**src/rtl/eerd_pkg.sv**
```systemverilog
// Shared types and constants for the serial EEPROM word reader.
// Assumes a read frame made of two leading zeros, a start bit and a two-bit opcode.
package eerd_pkg;
    typedef enum logic [2:0] {
        ST_IDLE,   // pins quiet, waiting for a start
        ST_PRE,    // chip select held low for one phase
        ST_CSET,   // command bit set up, clock low
        ST_CHI,    // command bit, clock high
        ST_CHOLD,  // command bit held, clock low
        ST_RHI,    // data bit, clock high, sample at phase end
        ST_RLO,    // data bit, clock low
        ST_DONE    // one-cycle completion
    } eerd_state_t;

    localparam int unsigned MIN_PHASE = 3;        // covers the two-flop input synchroniser
    localparam logic [4:0]  READ_HEAD = 5'b00110; // two zeros, start bit, opcode 10
endpackage

```
**src/rtl/eerd_sync2.sv**
```systemverilog
// Two-flop synchroniser for an asynchronous input.
// Assumes the consumer tolerates two cycles of latency.
module eerd_sync2 #(
    parameter int unsigned W = 1
) (
    input  logic         clk,
    input  logic         rst_n,
    input  logic [W-1:0] d_async,
    output logic [W-1:0] q_sync
);
    logic [W-1:0] stage1;

    // Pass the input through two flops.
    always_ff @(posedge clk) begin
        if (!rst_n) begin
            stage1 <= '0;
            q_sync <= '0;
        end else begin
            stage1 <= d_async;
            q_sync <= stage1;
        end
    end
endmodule

```
**src/rtl/eerd_phase_timer.sv**
```systemverilog
// Counts the system cycles of each serial-clock phase.
// It captures the phase length on load and clamps it to MIN_PHASE.
// While run is high it gives one tick in the last cycle of every phase.
module eerd_phase_timer
    import eerd_pkg::*;
#(
    parameter int unsigned PHASE_W = 8
) (
    input  logic               clk,
    input  logic               rst_n,
    input  logic               load,
    input  logic [PHASE_W-1:0] len,
    input  logic               run,
    output logic               tick
);
    localparam logic [PHASE_W-1:0] MIN_LEN = PHASE_W'(MIN_PHASE);

    logic [PHASE_W-1:0] len_eff;
    logic [PHASE_W-1:0] len_q;
    logic [PHASE_W-1:0] cnt;

    // Raise a short requested length to the minimum.
    always_comb len_eff = (len < MIN_LEN) ? MIN_LEN : len;

    // Capture the length on load, then count down each phase and reload.
    always_ff @(posedge clk) begin
        if (!rst_n) begin
            len_q <= MIN_LEN;
            cnt   <= '0;
        end else if (load) begin
            len_q <= len_eff;
            cnt   <= len_eff - 1'b1;
        end else if (run) begin
            cnt <= (cnt == '0) ? len_q - 1'b1 : cnt - 1'b1;
        end
    end

    // A phase ends when the count reaches zero.
    always_comb tick = run && (cnt == '0);
endmodule

```
**src/rtl/eerd_sequencer.sv**
```systemverilog
// Drives the serial pins through the read frame and collects the data bits.
// Assumes that tick marks the last cycle of each phase and that sdi_s is already synchronised.
module eerd_sequencer
    import eerd_pkg::*;
#(
    parameter int unsigned ADDR_W = 6,
    parameter int unsigned DATA_W = 16
) (
    input  logic              clk,
    input  logic              rst_n,
    input  logic              start,
    input  logic [ADDR_W-1:0] addr,
    input  logic              tick,
    input  logic              sdi_s,
    output logic              load,
    output logic              run,
    output logic              cs,
    output logic              sck,
    output logic              sdo,
    output logic              busy,
    output logic              done,
    output logic [DATA_W-1:0] word
);
    localparam int unsigned FRAME_W = ADDR_W + 5;
    localparam int unsigned NBYTES  = DATA_W / 8;
    localparam int unsigned MAXBITS = (FRAME_W > DATA_W) ? FRAME_W : DATA_W;
    localparam int unsigned CNT_W   = $clog2(MAXBITS);

    eerd_state_t        state;
    logic [FRAME_W-1:0] frame_q;
    logic [CNT_W-1:0]   bit_cnt;
    logic [DATA_W-1:0]  acc;
    logic [DATA_W-1:0]  acc_swapped;

    // Reverse the byte order of the assembled value.
    for (genvar b = 0; b < NBYTES; b++) begin : g_swap
        assign acc_swapped[b*8 +: 8] = acc[(NBYTES-1-b)*8 +: 8];
    end

    // Step through the preamble, the command bits and the data bits.
    always_ff @(posedge clk) begin
        if (!rst_n) begin
            state   <= ST_IDLE;
            frame_q <= '0;
            bit_cnt <= '0;
            acc     <= '0;
            word    <= '0;
        end else begin
            unique case (state)
                ST_IDLE: if (start) begin
                    frame_q <= {READ_HEAD, addr};
                    bit_cnt <= '0;
                    state   <= ST_PRE;
                end
                ST_PRE:  if (tick) state <= ST_CSET;
                ST_CSET: if (tick) state <= ST_CHI;
                ST_CHI:  if (tick) state <= ST_CHOLD;
                ST_CHOLD: if (tick) begin
                    if (bit_cnt == CNT_W'(FRAME_W - 1)) begin
                        bit_cnt <= '0;
                        state   <= ST_RHI;
                    end else begin
                        bit_cnt <= bit_cnt + 1'b1;
                        frame_q <= {frame_q[FRAME_W-2:0], 1'b0};
                        state   <= ST_CSET;
                    end
                end
                ST_RHI: if (tick) begin
                    acc   <= {acc[DATA_W-2:0], sdi_s};
                    state <= ST_RLO;
                end
                ST_RLO: if (tick) begin
                    if (bit_cnt == CNT_W'(DATA_W - 1)) begin
                        word  <= acc_swapped;
                        state <= ST_DONE;
                    end else begin
                        bit_cnt <= bit_cnt + 1'b1;
                        state   <= ST_RHI;
                    end
                end
                ST_DONE: state <= ST_IDLE;
                default: state <= ST_IDLE;
            endcase
        end
    end

    // Decode the pin levels and the handshake signals from the state.
    always_comb begin
        load = (state == ST_IDLE) && start;
        run  = (state != ST_IDLE) && (state != ST_DONE);
        cs   = (state == ST_CSET) || (state == ST_CHI) || (state == ST_CHOLD)
            || (state == ST_RHI)  || (state == ST_RLO);
        sck  = (state == ST_CHI)  || (state == ST_RHI);
        sdo  = ((state == ST_CSET) || (state == ST_CHI) || (state == ST_CHOLD))
            && frame_q[FRAME_W-1];
        busy = (state != ST_IDLE);
        done = (state == ST_DONE);
    end
endmodule

```
**src/rtl/eerd_word_reader.sv**
```systemverilog
// Top level: reads one word from a three-wire serial EEPROM.
// Assumes ee_sdi is asynchronous and that phase_len fits PHASE_W bits.
module eerd_word_reader #(
    parameter int unsigned ADDR_W  = 6,
    parameter int unsigned DATA_W  = 16,
    parameter int unsigned PHASE_W = 8
) (
    input  logic               clk,
    input  logic               rst_n,
    input  logic               rd_start,
    input  logic [ADDR_W-1:0]  rd_addr,
    input  logic [PHASE_W-1:0] phase_len,
    output logic               ee_cs,
    output logic               ee_sck,
    output logic               ee_sdo,
    input  logic               ee_sdi,
    output logic               busy,
    output logic               done,
    output logic [DATA_W-1:0]  word_out
);
    logic sdi_s;
    logic tick;
    logic load;
    logic run;

    eerd_sync2 #(.W(1)) u_sync (
        .clk     (clk),
        .rst_n   (rst_n),
        .d_async (ee_sdi),
        .q_sync  (sdi_s)
    );

    eerd_phase_timer #(.PHASE_W(PHASE_W)) u_timer (
        .clk   (clk),
        .rst_n (rst_n),
        .load  (load),
        .len   (phase_len),
        .run   (run),
        .tick  (tick)
    );

    eerd_sequencer #(.ADDR_W(ADDR_W), .DATA_W(DATA_W)) u_seq (
        .clk   (clk),
        .rst_n (rst_n),
        .start (rd_start),
        .addr  (rd_addr),
        .tick  (tick),
        .sdi_s (sdi_s),
        .load  (load),
        .run   (run),
        .cs    (ee_cs),
        .sck   (ee_sck),
        .sdo   (ee_sdo),
        .busy  (busy),
        .done  (done),
        .word  (word_out)
    );
endmodule

```
**config.mk**
```make
export PLATFORM = sky130hd
export DESIGN_NAME = eerd_word_reader
export DESIGN_NICKNAME = d
export VERILOG_FILES = /design/src/rtl/eerd_pkg.sv /design/src/rtl/eerd_sync2.sv /design/src/rtl/eerd_phase_timer.sv /design/src/rtl/eerd_sequencer.sv /design/src/rtl/eerd_word_reader.sv
export SDC_FILE = /design/constraint.sdc
export NUM_CORES = 1
export LEC_CHECK = 0
export BUFFER_PORTS_ARGS = -buffer_cell sky130_fd_sc_hd__buf_2
export CORE_MARGIN = 10
export CORE_UTILIZATION = 30
export DETAILED_ROUTE_END_ITERATION = 8
export PLACE_DENSITY_LB_ADDON = 0.25
export SYNTH_ARGS = -nofsm -noshare
export SYNTH_HDL_FRONTEND = slang
export SYNTH_HIERARCHICAL = 1
export SYNTH_SLANG_ARGS = --single-unit
```
**constraint.sdc**
```tcl
create_clock -name clk -period 2.9 [get_ports clk]
set_input_delay 0.435 -clock clk [delete_from_list [all_inputs] [get_ports clk]]
set_output_delay 0.435 -clock clk [all_outputs]
set_load 0.01 [all_outputs]
```
# --- Word-level counts from Yosys, hierarchy flattened ---
# Cells that the tools add are included.
classes:
  add_sub_neg: 4
  n_lt_le_gt_ge: 1
  n_eq_ne: 19
  mux: 24
  reduce_logical: 20
ops:
  columns: ["op", "n"]
  rows:
  - ["11-bit 2-to-1 mux", 3]
  - ["8-bit 2-to-1 mux", 4]
  - ["3-bit 2-to-1 mux", 8]
  - ["3-bit one-hot mux with 8 select lines", 1]
  - ["8-bit by 1-bit subtractor with 8-bit output, second input constant", 3]
  - ["11-bit one-hot mux with 2 select lines", 1]
  - ["4-bit 2-to-1 mux", 5]
  - ["2-bit != test, second input constant", 9]
  - ["3-bit equality test, second input constant", 4]
  - ["4-bit one-hot mux with 3 select lines", 1]
  - ["4-bit equality test, second input constant", 2]
  - ["8-bit logical NOT", 1]
  - ["8-bit by 2-bit less-than comparator with 1-bit output, second input constant", 1]
  - ["7-bit AND reduction", 1]
  - ["3-bit by 2-bit equality test with 1-bit output, second input constant", 2]
  - ["3-bit nonzero test", 2]
  - ["1-bit logical OR", 5]
  - ["5-bit AND reduction", 1]
  - ["4-bit by 1-bit adder with 4-bit output, second input constant", 1]
  - ["1-bit logical AND", 4]
  - ["4-bit AND reduction", 1]
  - ["2-bit nonzero test", 2]
  - ["3-bit by 1-bit equality test with 1-bit output, second input constant", 1]
  - ["3-bit logical NOT", 1]
  - ["other kinds (4)", 4]
totals:
  ff_bits: 68
  input_bits: 18
  out_inout_bits: 21
  elab_cells: 77

# --- Logic depth before layout (Yosys ltp) ---
depth:
  word_depth: 5
  ltp_mapped: 15
  depth_no_buf: 13

# --- Modules after synthesis ---
# The synthesis kept the hierarchy.
by_module_without_submodules:
  columns: ["mod", "instances", "cells_per_inst", "area_per_inst_um2", "seq_area_each_um2"]
  rows:
  - ["eerd_sequencer", 1, 273, 2308.5, 1001.0]
  - ["eerd_phase_timer", 1, 124, 972.2, 320.3]
  - ["eerd_sync2", 1, 4, 52.6, 40.0]

# --- Least setup slack after synthesis ---
# OpenSTA, ideal clock, no wires.
synth_timing:
  path_type: "register -> register"
  start: "register u_seq.state[0]"
  end: "register u_timer.cnt[6]"
  setup_ns: 0.074
  arrival_time_ns: 2.607
  required_ns: 2.826
  slack_ns: 0.219
  path_stages_with_launch: 16
  path_buffers: 3
  synth_period_minus_slack_ns: 2.681
  path_cell_list: "dfxtp_1 buf_6 nor4b_4 buf_6 clkbuf_8 nand2_1 nor2_1 a21oi_1 inv_1 ha_1 and3b_1 a31oi_1 o21ai_1 or2b_1 or3_1 a31oi_1"
synth_via:
  elab_chain_cells: 3
  word_cells_on_any_way: 7
  cone_classes: "1 x eq/ne; 1 x mux; 5 x reduce/logical"
synth_lines:
  columns: ["item", "line", "rtl"]
  rows:
  - ["from (decl)", "eerd_sequencer.sv:29", "eerd_state_t state;"]
  - ["from (signal assigned)", "eerd_sequencer.sv:43", "state <= ST_IDLE;"]
  - ["from (signal assigned)", "eerd_sequencer.sv:53", "state <= ST_PRE;"]
  - ["from (signal assigned)", "eerd_sequencer.sv:55", "ST_PRE: if (tick) state <= ST_CSET;"]
  - ["3-bit logical NOT (*)", "eerd_sequencer.sv:89", "load = (state == ST_IDLE) && start;"]
  - ["1-bit logical AND (*)", "eerd_sequencer.sv:89", null]
  - ["via load", "eerd_word_reader.sv:23", "logic load;"]
  - ["8-bit 2-to-1 mux / 2-bit nonzero test (equally long branches)", null, null]
  - ["to (signal assigned)", "eerd_phase_timer.sv:32", "cnt <= len_eff - 1'b1;"]
  - ["to (signal assigned)", "eerd_phase_timer.sv:34", "cnt <= (cnt == '0) ? len_q - 1'b1 : cnt - 1'b1;"]
  - ["to (decl)", "eerd_phase_timer.sv:20", "logic [PHASE_W-1:0] cnt;"]
# Mark *: on every way through the listed nets, which the timed path passes. The rest lies on a longest branch.
# A chain may end at the register's enable or synchronous reset.

# --- Worst setup path after layout ---
layout_timing:
  start: "register u_timer.cnt[7]"
  end: "register u_timer.cnt[6]"
layout_via:
  elab_chain_cells: 4
layout_lines:
  columns: ["item", "line", "rtl"]
  rows:
  - ["8-bit logical NOT", "eerd_phase_timer.sv:34", null]
  - ["8-bit 2-to-1 mux", "eerd_phase_timer.sv:34", null]
  - ["8-bit 2-to-1 mux", "eerd_phase_timer.sv:33", "end else if (run) begin"]
  - ["8-bit 2-to-1 mux", "eerd_phase_timer.sv:30", "end else if (load) begin"]
# Every way passes these cells. The select of a mux whose other input is x is not followed.

==> summary.md <==
| Metric | Value |
|---|---|
| Outcome | `completed` |
| Slew @ Worst Pin | `0.666 ns` |
| Cell Area, Synth | `3330 um^2` |
| Crit path max fanout | `4` |
| Worst R2R Path Depth | `12` |
| Final Cell Area | `3860 um^2` |
| Hold Crit Class | `in2reg` |
| Sequential fraction of the synthesis area | `0.408` |
| Max Freq | `381 MHz` |
| Critical Path End Type | `flop` |
| Post-CTS Repair Setup Buffers | `0` |
| Post-CTS sizing | `0` |
| Syn Area/Cell | `8.31 um^2` |
| Die Ht | `125 um` |
| CTS tree | `yes` |
| Starting DRT DRC Count | `131` |
| Area of the multi-input gates | `1800 um^2` |
| Clk_lat worst skew | `0.34 ns` |
| Global Route Usage Sum | `0.0967` |
| I/O Buffers | `38` |
| Layout Nets | `459` |
| Final clock period utilization by the worst path | `0.904` |
| Largest net degree at the start of global routing | `40` |
| Overflow after GRT | `0` |
| Worst Hold End | `u_sync/stage1$_SDFF_PN0_` |
| Yosys top cell area share | `0.408` |
| HPWL after detailed placement | `5430 um` |
| Boundary pin count | `39` |
| DR vias | `2858` |
| Crit path required time | `3.17 ns` |
| Yosys warning total | `6` |
| Vias in the first global route | `2793` |
| Slew HR | `0.556` |
| Synth top area cells | `dfxtp_1 (41%), nand2_1 (9.1%), a21boi_1 (4.7%)` |
| Final setup viols | `0` |
| Syn_nets | `422` |
| FF+latch count, synth | `68` |
| Layout area overhead | `15.9%` |
| Cts hold-fix bufs | `0` |
| Layout cell share with drive strength beyond 1 | `0.190` |
| FFs w/ async S/R, synth | `0` |
| Final hold viol count | `0` |
| Placed Instances | `567` |
| Pleak | `1.45 nW` |
| TritonCTS Buffers | `9` |
| VDD IR-drop max | `293 uV` |
| Startpoint Class | `flop` |
| Top_reg_cell synth | `dfxtp_1` |
| Root Buffer | `clkbuf_8` |
| Post-synth EDFFs | `0` |
| # Max-Cap Violations | `0` |
| Final ANT Viol Nets | `0` |
| Starting Density | `0.307` |
| Synth cell types | `60` |
| Worst Hold Launch | `ee_sdi` |
| Vias per Instance | `4.90` |
| Core box area | `10800 um^2` |
| Crit path arrival time | `2.89 ns` |
| Number of antenna diodes | `0` |
| WL per Instance | `13.1 um` |
| Max clock buf depth | `2` |
| Setup TNS | `0 ns` |
| RSZ-0062 raised after global routing | `false` |
| Die area | `15700 um^2` |
| CTS Sinks | `68` |
| H-tree Lvls | `3` |
| Final Skew | `0.0108 ns` |
| Dpl cell area | `3660 um^2` |
| Min cycle time layout | `2.62 ns` |
| Initial DRT Pass Iterations | `4` |
| Area leader, netlist | `dfxtp_1` |
| Reg2reg setup slack | `0.28 ns` |
| Fillers | `1152` |
| Seq. cell area | `1360 um^2` |
| Non-Filler Instances | `583` |
| Initial antenna violation count | `0` |
| DRC Markers | `0` |
| First-pass GRT wire length | `13000 um` |
| # rows | `38` |
| Max-slew violations | `0` |
| Critical R2R Launch | `u_timer/cnt[7]$_SDFFE_PN0P_` |
| Min-Delay Path Depth | `2` |
| Die Wd | `125 um` |
| Clock-pin slew on the worst setup and hold paths | `0.08 ns` |
| Routed wire length | `7640 um` |
| RR Endpoint | `u_timer/cnt[6]$_SDFFE_PN0P_` |
| PwrDens | `751 nW/um^2` |
| Setup CP Type | `reg2reg` |
| Cells after Synth | `401` |
| GPL Wtd Cong | `0.846` |
[registers in the layout (all words and copies together) (netlist names)]
register	flops
u_seq/acc	16
u_seq/bit_cnt	4
u_seq/frame_q	11
u_seq/state	3
u_seq/word	16
u_sync/q_sync	1
u_sync/stage1	1
u_timer/cnt	8
u_timer/len_q	8
[worst max path at each step]
stage / from / endpoint / slack, ns / depth (start not counted)
floorplan: u_seq/state[0]$_SDFFE_PN0P_ / u_timer/cnt[6]$_SDFFE_PN0P_ / 0.22 / 15
global placement: rd_start / u_timer/cnt[7]$_SDFFE_PN0P_ / 0.30 / 9
detailed placement: rd_start / u_timer/cnt[6]$_SDFFE_PN0P_ / 0.22 / 13
CTS: u_timer/cnt[7]$_SDFFE_PN0P_ / u_timer/cnt[6]$_SDFFE_PN0P_ / 0.31 / 12
global route: u_timer/cnt[7]$_SDFFE_PN0P_ / u_timer/cnt[6]$_SDFFE_PN0P_ / 0.15 / 12
finish: u_timer/cnt[7]$_SDFFE_PN0P_ / u_timer/cnt[6]$_SDFFE_PN0P_ / 0.28 / 12
[cell type report]
class | instances | area share
Clock buffer | 10 | 0.0356
Clock inverter | 6 | 0.0165
Inverter | 9 | 0.00875
Multi-Input combinational cell | 299 | 0.467
Sequential cell | 68 | 0.352
Tap cell | 140 | 0.0454
Timing Repair Buffer | 51 | 0.0745
[power by group]
group	switching (mW)	total [mW]	internal, mW
logic	0.572	0.995	0.424
clock network	0.362	0.781	0.419
registers	0.0954	1.12	1.03
total	1.03	2.90	1.87
[metrics by stage]
step	total power [mW]	setup WS [ns]	utilization	hold WS [ns]
finish	2.90	0.278	0.356	0.309
global route	3.10	0.149	0.356	0.315
CTS	2.93	0.314	0.356	0.297
floorplan	1.90	0.219	-	0.406
detailed placement	2.14	0.215	0.338	0.416
global placement	2.13	0.296	0.338	0.408
[routing by layer]
metal | global-route usage | share of wire | wire length (um)
met4 | 0.0467 | 0.014 | 108
met5 | 0 | 0 | 0
met2 | 0.160 | 0.48 | 3630
met1 | 0.115 | 0.48 | 3650
met3 | 0.0228 | 0.032 | 243
[cell families (layout without fill, tap and decap cells)]
kind of cell | Yosys count | in the layout | share of synthesized area
AOI/OAI and AO/OA | 104 | 104 | 0.210
DFF | 68 | 68 | 0.408
xor gates and xnor gates | 4 | 4 | 0.0105
and+or+nand+nor | 171 | 171 | 0.256
buffers and inverters | 34 | 76 | 0.0507
muxes | 17 | 17 | 0.0537
adders and majority gates | 3 | 3 | 0.0113
[critical path, stage by stage (launching register included)]
cell,delay [ns]
dfxtp_1,0.34
or4_4,0.55
nor3_2,0.20
nand2_1,0.07
a21oi_1,0.21
inv_1,0.07
ha_1,0.23
and3b_1,0.17
a31oi_1,0.15
o21ai_1,0.12
or2b_1,0.20
o21ai_1,0.06
a31oi_1,0.17
[layout by cell type (no fill, tap or decap), drive strengths merged, types with 3 or more instances in the layout]
cell    instances
nand2          81
dfxtp          68
buf            51
a21boi         34
nor2           24
o21ai          24
nand3          23
a21oi          20
clkbuf         10
mux2i          10
inv             9
nand2b          8
a31oi           7
mux2            7
or3             5
a211oi          4
or2             4
nor3            4
nor4            4
xnor2           3
ha              3
clkinv          3
[synthesized netlist by cell type, drive strengths merged, types with 4 or more instances]
cell,number
nand2,81
dfxtp,68
a21boi,34
nor2,24
o21ai,24
nand3,23
a21oi,20
clkbuf,20
mux2i,10
inv,9
nand2b,8
a31oi,7
mux2,7
buf,5
or3,5
a211oi,4
nor3,4
nor4,4
or2,4
No activity file was read; power rests on OpenSTA's default activity.
